--- src/rtl/xfp_pkg.sv ---
package xfp_pkg;
  localparam int unsigned LANE_BITS = 8;

  typedef enum logic {
    ACC_BYTE = 1'b0,
    ACC_WORD = 1'b1
  } acc_mode_e;
endpackage

--- src/rtl/xfp_ring.sv ---
// Byte ring split into LANES banks so that up to LANES consecutive bytes
// can be written and read in one cycle, each bank touched at most once.
module xfp_ring #(
  parameter int DEPTH      = 64,
  parameter int LANES      = 4,
  parameter int PEEK_LANES = 4
) (
  input  logic                                   clk,
  input  logic                                   rst,
  input  logic                                   flush,
  input  logic [$clog2(LANES):0]                 push_n,
  input  logic [LANES*xfp_pkg::LANE_BITS-1:0]    push_data,
  input  logic [$clog2(LANES):0]                 pop_n,
  output logic [PEEK_LANES*xfp_pkg::LANE_BITS-1:0] peek_data,
  output logic [$clog2(DEPTH):0]                 level
);
  localparam int AW   = $clog2(DEPTH);
  localparam int LW   = $clog2(LANES);
  localparam int ROWS = DEPTH / LANES;
  localparam int RW   = $clog2(ROWS);
  localparam int CW   = AW + 1;
  localparam int NW   = LW + 1;
  localparam int B    = xfp_pkg::LANE_BITS;

  logic [AW-1:0] wr_ptr, rd_ptr;
  logic [CW-1:0] cnt;
  logic [B-1:0]  bank_rd [LANES];

  for (genvar b = 0; b < LANES; b++) begin : g_bank
    logic [B-1:0]  mem [ROWS];
    logic [LW-1:0] wk;
    logic [RW-1:0] wrow, rrow;
    logic          we;

    // lane offset of this bank relative to the write pointer
    assign wk   = LW'(b) - wr_ptr[LW-1:0];
    assign we   = (NW'(wk) < push_n);
    assign wrow = wr_ptr[AW-1:LW] + ((LW'(b) < wr_ptr[LW-1:0]) ? RW'(1) : RW'(0));
    assign rrow = rd_ptr[AW-1:LW] + ((LW'(b) < rd_ptr[LW-1:0]) ? RW'(1) : RW'(0));

    always_ff @(posedge clk) begin
      if (we) mem[wrow] <= push_data[B*int'(wk) +: B];
    end

    assign bank_rd[b] = mem[rrow];
  end

  always_comb begin
    for (int k = 0; k < PEEK_LANES; k++) begin
      peek_data[B*k +: B] = bank_rd[rd_ptr[LW-1:0] + LW'(k)];
    end
  end

  always_ff @(posedge clk) begin
    if (rst || flush) begin
      wr_ptr <= '0;
      rd_ptr <= '0;
      cnt    <= '0;
    end else begin
      wr_ptr <= wr_ptr + AW'(push_n);
      rd_ptr <= rd_ptr + AW'(pop_n);
      cnt    <= cnt + CW'(push_n) - CW'(pop_n);
    end
  end

  assign level = cnt;
endmodule

--- src/rtl/xfp_len_ctr.sv ---
// Remaining-length counter; decides how many bytes one write queues.
module xfp_len_ctr #(
  parameter int LEN_W = 16,
  parameter int LANES = 4
) (
  input  logic                   clk,
  input  logic                   rst,
  input  logic                   load,
  input  logic [LEN_W-1:0]       load_val,
  input  logic                   take,
  input  logic                   word_mode,
  output logic [$clog2(LANES):0] chunk,
  output logic [LEN_W-1:0]       remaining
);
  localparam int NW = $clog2(LANES) + 1;

  always_comb begin
    if (!word_mode)                          chunk = NW'(1);
    else if (remaining == '0)                chunk = NW'(LANES);
    else if (remaining >= LEN_W'(LANES))     chunk = NW'(LANES);
    else                                     chunk = remaining[NW-1:0];
  end

  always_ff @(posedge clk) begin
    if (rst)                                   remaining <= '0;
    else if (load)                             remaining <= load_val;
    else if (take) begin
      if (LEN_W'(chunk) >= remaining)          remaining <= '0;
      else                                     remaining <= remaining - LEN_W'(chunk);
    end
  end
endmodule

--- src/rtl/xfp_flags.sv ---
// Status and DMA request decode from registered occupancies.
module xfp_flags #(
  parameter int DEPTH = 64,
  parameter int LANES = 4,
  parameter int LEN_W = 16
) (
  input  logic                    word_mode,
  input  logic [$clog2(DEPTH):0]  tx_lvl,
  input  logic [$clog2(DEPTH):0]  rx_lvl,
  input  logic [$clog2(DEPTH):0]  tx_thr,
  input  logic [$clog2(DEPTH):0]  rx_thr,
  input  logic [LEN_W-1:0]        remaining,
  output logic                    tx_room,
  output logic                    rx_avail,
  output logic                    rx_three_q,
  output logic                    rx_full,
  output logic                    tx_dreq,
  output logic                    rx_dreq
);
  localparam int CW      = $clog2(DEPTH) + 1;
  localparam int THREE_Q = (DEPTH * 3) / 4;

  assign tx_room    = word_mode ? (tx_lvl <= CW'(DEPTH - LANES)) : (tx_lvl < CW'(DEPTH));
  assign rx_avail   = (rx_lvl != '0);
  assign rx_three_q = (rx_lvl >= CW'(THREE_Q));
  assign rx_full    = (rx_lvl == CW'(DEPTH));
  assign rx_dreq    = (rx_lvl >= rx_thr);
  assign tx_dreq    = (tx_lvl <= tx_thr) && (remaining != '0);
endmodule

--- src/rtl/xfer_fifo_pair.sv ---
module xfer_fifo_pair #(
  parameter int DEPTH = 64,
  parameter int LANES = 4,
  parameter int LEN_W = 16
) (
  input  logic                    clk,
  input  logic                    rst,
  input  logic                    word_mode,
  input  logic                    cpu_wr,
  input  logic [LANES*8-1:0]      cpu_wdata,
  input  logic                    cpu_rd,
  output logic [LANES*8-1:0]      cpu_rdata,
  input  logic                    len_load,
  input  logic [LEN_W-1:0]        len_value,
  input  logic [$clog2(DEPTH):0]  tx_thr,
  input  logic [$clog2(DEPTH):0]  rx_thr,
  input  logic                    flush_tx,
  input  logic                    flush_rx,
  input  logic                    err_clr,
  input  logic                    sh_tx_pop,
  output logic [7:0]              sh_tx_byte,
  output logic                    sh_tx_valid,
  input  logic                    sh_rx_push,
  input  logic [7:0]              sh_rx_byte,
  output logic                    tx_room,
  output logic                    rx_avail,
  output logic                    rx_three_q,
  output logic                    rx_full,
  output logic                    tx_dreq,
  output logic                    rx_dreq,
  output logic                    err_flag
);
  import xfp_pkg::*;

  localparam int CW = $clog2(DEPTH) + 1;
  localparam int NW = $clog2(LANES) + 1;
  localparam int WB = LANES * LANE_BITS;

  acc_mode_e       mode;
  logic [CW-1:0]   tx_lvl, rx_lvl;
  logic [NW-1:0]   wr_chunk, tx_push_n, tx_pop_n, rx_push_n, rx_pop_n, rd_n;
  logic [LEN_W-1:0] remaining;
  logic [WB-1:0]   rx_peek, rd_next;
  logic            wr_ok, err_set;

  assign mode = word_mode ? ACC_WORD : ACC_BYTE;

  // ---------------- TX side ----------------
  assign wr_ok     = cpu_wr && tx_room && !flush_tx;
  assign tx_push_n = wr_ok ? wr_chunk : '0;
  assign tx_pop_n  = (sh_tx_pop && sh_tx_valid && !flush_tx) ? NW'(1) : '0;
  assign sh_tx_valid = (tx_lvl != '0);

  xfp_len_ctr #(.LEN_W(LEN_W), .LANES(LANES)) u_len (
    .clk       (clk),
    .rst       (rst),
    .load      (len_load),
    .load_val  (len_value),
    .take      (wr_ok),
    .word_mode (mode == ACC_WORD),
    .chunk     (wr_chunk),
    .remaining (remaining)
  );

  xfp_ring #(.DEPTH(DEPTH), .LANES(LANES), .PEEK_LANES(1)) u_tx_ring (
    .clk       (clk),
    .rst       (rst),
    .flush     (flush_tx),
    .push_n    (tx_push_n),
    .push_data (cpu_wdata),
    .pop_n     (tx_pop_n),
    .peek_data (sh_tx_byte),
    .level     (tx_lvl)
  );

  // ---------------- RX side ----------------
  assign rx_push_n = (sh_rx_push && !rx_full && !flush_rx) ? NW'(1) : '0;

  always_comb begin
    if (rx_lvl == '0)              rd_n = '0;
    else if (mode == ACC_BYTE)     rd_n = NW'(1);
    else if (rx_lvl >= CW'(LANES)) rd_n = NW'(LANES);
    else                           rd_n = rx_lvl[NW-1:0];
  end

  assign rx_pop_n = (cpu_rd && !flush_rx) ? rd_n : '0;

  xfp_ring #(.DEPTH(DEPTH), .LANES(LANES), .PEEK_LANES(LANES)) u_rx_ring (
    .clk       (clk),
    .rst       (rst),
    .flush     (flush_rx),
    .push_n    (rx_push_n),
    .push_data ({{(WB-LANE_BITS){1'b0}}, sh_rx_byte}),
    .pop_n     (rx_pop_n),
    .peek_data (rx_peek),
    .level     (rx_lvl)
  );

  always_comb begin
    for (int k = 0; k < LANES; k++) begin
      rd_next[LANE_BITS*k +: LANE_BITS] =
        (NW'(k) < rd_n) ? rx_peek[LANE_BITS*k +: LANE_BITS] : '0;
    end
  end

  // ---------------- flags ----------------
  xfp_flags #(.DEPTH(DEPTH), .LANES(LANES), .LEN_W(LEN_W)) u_flags (
    .word_mode  (mode == ACC_WORD),
    .tx_lvl     (tx_lvl),
    .rx_lvl     (rx_lvl),
    .tx_thr     (tx_thr),
    .rx_thr     (rx_thr),
    .remaining  (remaining),
    .tx_room    (tx_room),
    .rx_avail   (rx_avail),
    .rx_three_q (rx_three_q),
    .rx_full    (rx_full),
    .tx_dreq    (tx_dreq),
    .rx_dreq    (rx_dreq)
  );

  // ---------------- registered CPU outputs ----------------
  assign err_set = (cpu_wr && !tx_room && !flush_tx) || (cpu_rd && !rx_avail);

  always_ff @(posedge clk) begin
    if (rst) begin
      cpu_rdata <= '0;
      err_flag  <= 1'b0;
    end else begin
      if (cpu_rd)       cpu_rdata <= rd_next;
      if (err_set)      err_flag  <= 1'b1;
      else if (err_clr) err_flag  <= 1'b0;
    end
  end
endmodule

--- config.mk ---
export PLATFORM = sky130hd
export DESIGN_NAME = xfer_fifo_pair
export DESIGN_NICKNAME = d
export VERILOG_FILES = /design/src/rtl/xfp_pkg.sv /design/src/rtl/xfp_ring.sv /design/src/rtl/xfp_len_ctr.sv /design/src/rtl/xfp_flags.sv /design/src/rtl/xfer_fifo_pair.sv
export SDC_FILE = /design/constraint.sdc
export NUM_CORES = 1
export LEC_CHECK = 0
export BUFFER_PORTS_ARGS = -buffer_cell sky130_fd_sc_hd__buf_2
export CAP_MARGIN = 20
export CORE_AREA = 8 8 510 387
export CTS_BUF_LIST = sky130_fd_sc_hd__clkbuf_4
export CTS_CLUSTER_DIAMETER = 200
export DETAILED_ROUTE_END_ITERATION = 8
export DIE_AREA = 0 0 518 395
export MAX_ROUTING_LAYER = met4
export PLACE_DENSITY = 0.44
export SLEW_MARGIN = 20
export SYNTH_ARGS = -nofsm -noshare
export SYNTH_HDL_FRONTEND = slang
export SYNTH_SLANG_ARGS = --single-unit
export TNS_END_PERCENT = 20
--- constraint.sdc ---
create_clock -name clk -period 5.78 [get_ports clk]
set_input_delay 0.578 -clock clk [delete_from_list [all_inputs] [get_ports clk]]
set_output_delay 0.578 -clock clk [all_outputs]
set_load 0.05 [all_outputs]
==> flow_metrics.env, run 1 <==
export IMPL_synth_cells_most_frequent="1,024 x edfxtp_1, 310 x mux4_2, 182 x nor2_1, 102 x nand2_1, 90 x ha_1"
export IMPL_clk_root_buffer_cell="clkbuf_4"
export IMPL_clock_fmax_mhz=187
export IMPL_p_seq_share_pct=50.5
export IMPL_ratio_of_cells_with_drive_above_1_in_the_final_layout_pct=30.5
export IMPL_route_detailed_vias_per_inst=4.62
export IMPL_chipHeight_microns=395
export IMPL_fin_tns_setup_ps=0
export IMPL_power_density_cell_area_nw_per_um2=322
export IMPL_critical_path_endpoint_type="output pin"
export IMPL_fin_worst_skew_ps=144
export IMPL_yosys_warnings=0
export IMPL_p_clk_share_pct=39.3
export IMPL_yosys_most_used_dff="edfxtp_1"
export IMPL_crit_fanout=20
export IMPL_clock_sinks=1111
export IMPL_timing_max_slew_rel_slack_pct=26.3
export IMPL_grt_first_pass_wirelength_mm=192
export IMPL_power_switching_mw=4.58
export IMPL_gr_total_overflow=0
export IMPL_post_route_drc_count=0
export IMPL_boundaryPins=129
export IMPL_via_count=26800
export IMPL_whs_ps=180
export IMPL_ant_nets=0
export IMPL_detail_route_wirelength_mm=132
export IMPL_setup_worst_path_start_class="register"
export IMPL_netlist_top_cells_area="edfxtp_1 65%, mux4_2 15%, dfxtp_1 3.7%"
export IMPL_synth_top_area_share_pct=65.5
export IMPL_finish_cell_count_without_fillers=5803
export IMPL_die_width_microns=518
export IMPL_syn_area_sq_um=47000
export IMPL_switching_power_share_of_the_total_pct=25.7
export IMPL_drt_initial_drc_count=2394
export IMPL_clk_insertion_delay_late_ps=1220
export IMPL_hold_class="input port to register"
export IMPL_io_buffers=128
export IMPL_final_min_clock_period_ps=5350
export IMPL_clock_transition_time_at_the_flip_flop_clock_pins_of_the_worst_setup_and_hold_paths_ps=80
export IMPL_dp_hpwl_mm=88.1
export IMPL_finalCritPeriodShare_pct=92.5
export IMPL_cts_tree="yes"
export IMPL_synth_net_count=2783
export IMPL_power_ir_vdd_worst_v=0.000143
export IMPL_finish_utilization_pct=29.2
export IMPL_placed_cells=5215
export IMPL_core_area_sq_um=190000
export IMPL_hold_viol=0
export IMPL_worst_slew_pin_transition_ps=1110
export IMPL_wl_met1_mm=65.5
export IMPL_seq_area_frac_synth_pct=69.2
export IMPL_post_synth_top_count_cell="edfxtp_1"
export IMPL_grt_setup_unrepaired="false"
export IMPL_ys_async_rst_share_pct=0
export IMPL_required_time_at_the_endpoint_of_the_critical_path_ps=5200
export IMPL_maxUsedRoutingLayer="met4"
export IMPL_post_syn_area_per_cell_sq_um=18.0
export IMPL_p_leak_nw=18.5
export IMPL_placementRows=139
export IMPL_initial_cell_density_of_the_core_pct=24.8
export IMPL_run_status="completed"
export IMPL_combPwrFrac_pct=10.2
export IMPL_yosysUniqueCellTypes=72
export IMPL_grt_total_usage_pct=12.9
export IMPL_design_die_area_sq_um=205000
export IMPL_final_net_count=3246
export IMPL_area_growth_synth_to_final_pct=17.8
export IMPL_first_global_vias=27300
export IMPL_timing_final_setup_violations=0
export IMPL_routabilityCongestion=0.830
export IMPL_cell_internal_pwr_mw=13.2
export IMPL_timing_max_cap_violations=0
export IMPL_timing_setup_critical_path_class="register to output pin"
export IMPL_critical_path_arrival_ps=4770
export IMPL_drtPass1Iterations=7
export IMPL_cts_made_buffers=312
export IMPL_synth_seq_cells=1111
export IMPL_yosysTopAreaCell="edfxtp_1"
export IMPL_h_tree_depth=5
export IMPL_antenna_found_initial=5
export IMPL_post_layout_total_power_mw=17.8
export IMPL_post_synth_edffs=1024
export IMPL_cts_max_path_buffers=4
export IMPL_post_cts_setup_buffer_count=0
export IMPL_slew_viol_final=0
export IMPL_detailroute_wirelength_met3_mm=9.42
export IMPL_route_detailed_wl_per_inst_microns=22.7
export IMPL_route_met2_wl_mm=53.8
export IMPL_grt_start_max_net_pins=41
export IMPL_synth_cells=2607
layout by cell type, fill, tap and decap left out, types with 7 or more instances in the layout:
cell type / synthesis / routed
or3_1: 12 / 12
bufinv_16: 0 / 7
nand2_1: 102 / 102
o22ai_1: 39 / 39
diode_2: 0 / 8
xor2_1: 22 / 18
buf_4: 4 / 63
o22a_1: 12 / 12
inv_1: 79 / 79
nor2b_1: 29 / 29
a21oi_1: 39 / 39
clkbuf_4: 0 / 428
dlygate4sd3_1: 0 / 77
nand3_1: 29 / 29
nor2_1: 182 / 179
mux2i_1: 37 / 37
and3_1: 19 / 19
a221oi_1: 10 / 10
nor3_1: 41 / 40
nand2b_1: 23 / 23
and2_1: 27 / 27
clkinv_2: 0 / 8
buf_2: 27 / 128
clkinv_1: 0 / 53
mux4_2: 310 / 310
dfxtp_1: 87 / 82
a22o_1: 8 / 8
a31oi_1: 19 / 19
a21o_1: 11 / 11
a221o_1: 35 / 35
ha_1: 90 / 84
o221ai_1: 17 / 17
xnor2_1: 16 / 16
edfxtp_1: 1024 / 1024
o21ai_0: 30 / 30
a22oi_1: 33 / 33
a32o_1: 10 / 10
power by group through the flow:
stage,sequential [mW],combinational (mW),clock [mW]
CTS,8.98,1.84,7.28
global placement,9.15,1.77,0
floorplan,9.17,1.09,0
detailed placement,9.15,1.76,0
finish,8.98,1.82,7.00
global route,8.99,1.99,7.67
worst max-delay path: stages, from the launching register on:
cell and delay [ps]:
dfxtp_1 320, buf_4 190, and2_1 170, ha_2 690, buf_6 370, mux4_2 620, mux4_2 590, a221o_1 410
buf_2 220
kinds of logic (layout without fill, tap and decap cells):
logic type | Yosys count | after routing | share of synthesized area [%]
DFF | 1111 | 1111 | 69.2
buffers and inverters | 201 | 851 | 1.74
AOI/OAI and AO/OA | 302 | 302 | 4.77
muxes | 352 | 352 | 15.8
other | 0 | 8 | 0
and+or+nand+nor | 508 | 508 | 5.21
adders and majority gates | 95 | 95 | 2.61
xor gates and xnor gates | 38 | 38 | 0.709
per-stage QoR:
step | cell area, sq um | worst slack, ps
after floorplan | 47000 | 1600
after global placement | 50800 | 1020
after detailed placement | 50800 | 1070
after CTS | 55300 | 39.5
after global routing | 55300 | 33.0
final | 55300 | 431
metal layers:
metal  vias to the layer above  GRT usage, %
li1                      11800             -
met1                     13900          19.0
met2                       938          16.9
met3                       250          3.74
met4                         0          3.78
met5                         -             -
what timing repair did:
action                     4_1_cts  5_1_grt
hold buffers                    77        0
setup endpoints to repair        7        7
resized for setup                2        1
hold endpoints to repair       166        0
cell type report:
cell class	count	area, sq um
well taps	2538	3180
repair buffers	271	1930
multi-input cells	1295	13700
clock inverters	73	472
inverters	79	297
clock buffers	428	3210
diodes	8	20.0
flip-flops and latches	1111	32500
fillers	18900	134000
sequential cells by signal, indices dropped and copies added (netlist names), 7 cells and up:
register	cells
u_rx_ring.g_bank.mem	512
u_tx_ring.g_bank.mem	512
cpu_rdata	32
u_len.remaining	16
u_rx_ring.level	7
u_tx_ring.level	7
worst paths after layout:
path,slack (ps),cells after the start,startpoint,end
worst max-delay path,430,8,u_tx_ring.rd_ptr[1],sh_tx_byte[1]
worst min-delay path,180,2,sh_rx_byte[1],u_rx_ring.g_bank[1].mem[3][1]
worst max register to register,1000,10,u_len.remaining[9],u_tx_ring.g_bank[3].mem[14][3]
worst min register to register,490,1,cpu_rdata[24],cpu_rdata[24]
Power figures use the tool's default switching activity.
==> inputs of run 2 (changes only) <==
--- a/config.mk
+++ b/config.mk
@@ -7,13 +7,13 @@
 export LEC_CHECK = 0
 export BUFFER_PORTS_ARGS = -buffer_cell sky130_fd_sc_hd__buf_2
 export CAP_MARGIN = 20
-export CORE_AREA = 8 8 510 387
+export CORE_AREA = 8 8 363 277
 export CTS_BUF_LIST = sky130_fd_sc_hd__clkbuf_4
 export CTS_CLUSTER_DIAMETER = 200
 export DETAILED_ROUTE_END_ITERATION = 8
-export DIE_AREA = 0 0 518 395
+export DIE_AREA = 0 0 371 285
 export MAX_ROUTING_LAYER = met4
-export PLACE_DENSITY = 0.44
+export PLACE_DENSITY = 0.71
 export SLEW_MARGIN = 20
 export SYNTH_ARGS = -nofsm -noshare
 export SYNTH_HDL_FRONTEND = slang
==> run 2 against run 1 <==
  * Cell count fell by 24%
  * Die area fell by 48%
  * Sequential power barely moved
  * Core utilization rose by 27 points
  * Final area fell by 4.6%
  * Critical endpoint is now sh_tx_byte[3]
==> flow_metrics.env, run 2 (synthesized netlist as in run 1, its figures left out) <==
export IMPL_path_buf_inv=2
export IMPL_timing_setup_critical_path_class="register to output pin"
export IMPL_hold_viol=0
export IMPL_slew_viol_final=0
export IMPL_via_count=27300
export IMPL_drt_initial_drc_count=3227
export IMPL_area_growth_synth_to_final_pct=12.4
export IMPL_route_detailed_wl_per_inst_microns=25.9
export IMPL_timing_max_slew_rel_slack_pct=20.1
export IMPL_detail_route_wirelength_mm=114
export IMPL_cp_num_cells=7
export IMPL_die_width_microns=371
export IMPL_critical_path_endpoint_type="output pin"
export IMPL_cts_max_path_buffers=4
export IMPL_fin_worst_skew_ps=102
export IMPL_route_detailed_vias_per_inst=6.19
export IMPL_timing_max_cap_violations=0
export IMPL_final_min_clock_period_ps=5490
export IMPL_clk_root_buffer_cell="clkbuf_4"
export IMPL_required_time_at_the_endpoint_of_the_critical_path_ps=5200
export IMPL_cts_tree="yes"
export IMPL_post_cts_setup_buffer_count=0
export IMPL_antenna_found_initial=3
export IMPL_stdcell_area_sq_um=52800
export IMPL_design_die_area_sq_um=106000
export IMPL_final_net_count=3154
export IMPL_dp_hpwl_mm=77.9
export IMPL_ratio_of_cells_with_drive_above_1_in_the_final_layout_pct=29.7
export IMPL_chipHeight_microns=285
export IMPL_run_status="completed"
export IMPL_commonest_non_fill_non_tap_cells_in_the_layout="1,024 x edfxtp_1, 402 x clkbuf_4, 310 x mux4_2"
export IMPL_cpLargestDelayFamily="multiplexers"
export IMPL_grt_first_pass_wirelength_mm=171
export IMPL_clock_sinks=1111
export IMPL_grt_setup_unrepaired="false"
export IMPL_hold_class="input port to register"
export IMPL_first_global_vias=27100
export IMPL_finish_utilization_pct=55.8
export IMPL_ant_nets=0
export IMPL_clk_insertion_delay_late_ps=1120
export IMPL_core_area_sq_um=94500
export IMPL_worst_slew_pin_transition_ps=1180
export IMPL_post_route_drc_count=0
export IMPL_cts_made_buffers=282
export IMPL_boundaryPins=129
export IMPL_layout_cells_most_common="edfxtp_1"
export IMPL_min_delay_path_depth=5
export IMPL_worst_path_max_delay_cell="nor2_1"
export IMPL_power_density_cell_area_nw_per_um2=322
export IMPL_placement_cell_area_sq_um=49000
export IMPL_fin_tns_setup_ps=0
export IMPL_gr_total_overflow=0
export IMPL_grt_start_max_net_pins=42
export IMPL_p_leak_nw=18.0
export IMPL_worst_r2r_path_depth=11
export IMPL_io_buffers=128
export IMPL_finalCritPeriodShare_pct=95.0
export IMPL_crit_path_max_incr_delay_ps=760
export IMPL_setup_worst_path_start_class="register"
export IMPL_critical_path_cell_chain="nor2_1, inv_1, ha_4, mux4_2, mux4_2, a221o_1, buf_2"
export IMPL_routabilityCongestion=0.946
export IMPL_grt_total_usage_pct=22.0
export IMPL_placementRows=98
export IMPL_crit_fanout=32
export IMPL_critical_path_arrival_ps=4910
export IMPL_crit_top_cell="mux4_2"
export IMPL_power_ir_vdd_worst_v=0.000243
export IMPL_timing_final_setup_violations=0
export IMPL_initial_cell_density_of_the_core_pct=49.7
export IMPL_drtPass1Iterations=6
export IMPL_clock_transition_time_at_the_flip_flop_clock_pins_of_the_worst_setup_and_hold_paths_ps=80
export IMPL_clock_fmax_mhz=182
export IMPL_biggestRegsByFlops="u_rx_ring.g_bank.mem: 512 flops, u_tx_ring.g_bank.mem: 512 flops, cpu_rdata: 32 flops"
export IMPL_h_tree_depth=5
-- run 2: changes by cell type in the layout (fill, tap and decap cells not counted), sizes merged --
cell,delta
clkinvlp,-1
buf,-28
clkbuf,-26
inv,+1
bufinv,-6
diode,-3
dlygate4sd3,-34
clkinv,-4
-- run 2: stage by stage --
| step | worst slack (ps) | hold slack [ps] | total power, mW | instances |
|---|---|---|---|---|
| after floorplan | 1600 | 490 | 10.3 | 2607 |
| after global placement | 1250 | 468 | 10.7 | 3901 |
| after detailed placement | 1140 | 465 | 10.8 | 3901 |
| after CTS | 209 | 4.13 | 17.1 | 4409 |
| after global routing | 35.9 | 86.7 | 17.6 | 4414 |
| final | 290 | 156 | 17.0 | 4414 |
-- run 2: tightest hold or removal path: cells and delay by family --
family                     cells  cell delay (ps)
adders and majority gates      1              140
buffers and inverters          2              270
and+or+nand+nor                2              210
-- run 2: cell type report --
| type | instances | area (sq um) |
|---|---|---|
| clock buffer | 402 | 3020 |
| tap | 1250 | 1560 |
| sequential | 1111 | 32500 |
| fill | 7102 | 41800 |
| multi-input combinational | 1295 | 13800 |
| timing repair buffer | 209 | 1360 |
| inverter | 79 | 297 |
| antenna | 5 | 12.5 |
| clock inverter | 63 | 268 |
-- run 2: what timing repair did --
item,in CTS,in global routing
endpoints found under the setup margin,8,0
hold buffers,43,0
gates resized for setup,1,0
endpoints found under the hold margin,29,0
-- run 2: where the power goes --
part / switching [mW] / leakage, nW / internal, mW
clock network: 3.07 / 1.98 / 3.22
logic: 1.11 / 5.62 / 0.607
registers: 0.0919 / 10.4 / 8.89
-- run 2: routing by layer --
layer	vias to the layer above	routed length [microns]	GRT usage, %
met5	-	0	-
met4	0	2360	6.15
met3	209	12300	5.86
met2	1533	50300	30.3
met1	14000	49300	32.4
li1	11500	-	-
-- run 2: worst paths after layout --
kind	start	end	slack [ps]
worst max-delay path	u_tx_ring.rd_ptr[1]	sh_tx_byte[3]	290
worst min-delay path	sh_rx_push	u_rx_ring.wr_ptr[0]	160
worst max register to register	u_len.remaining[5]	u_tx_ring.g_bank[3].mem[11][1]	1120
worst min register to register	cpu_rdata[20]	cpu_rdata[20]	490
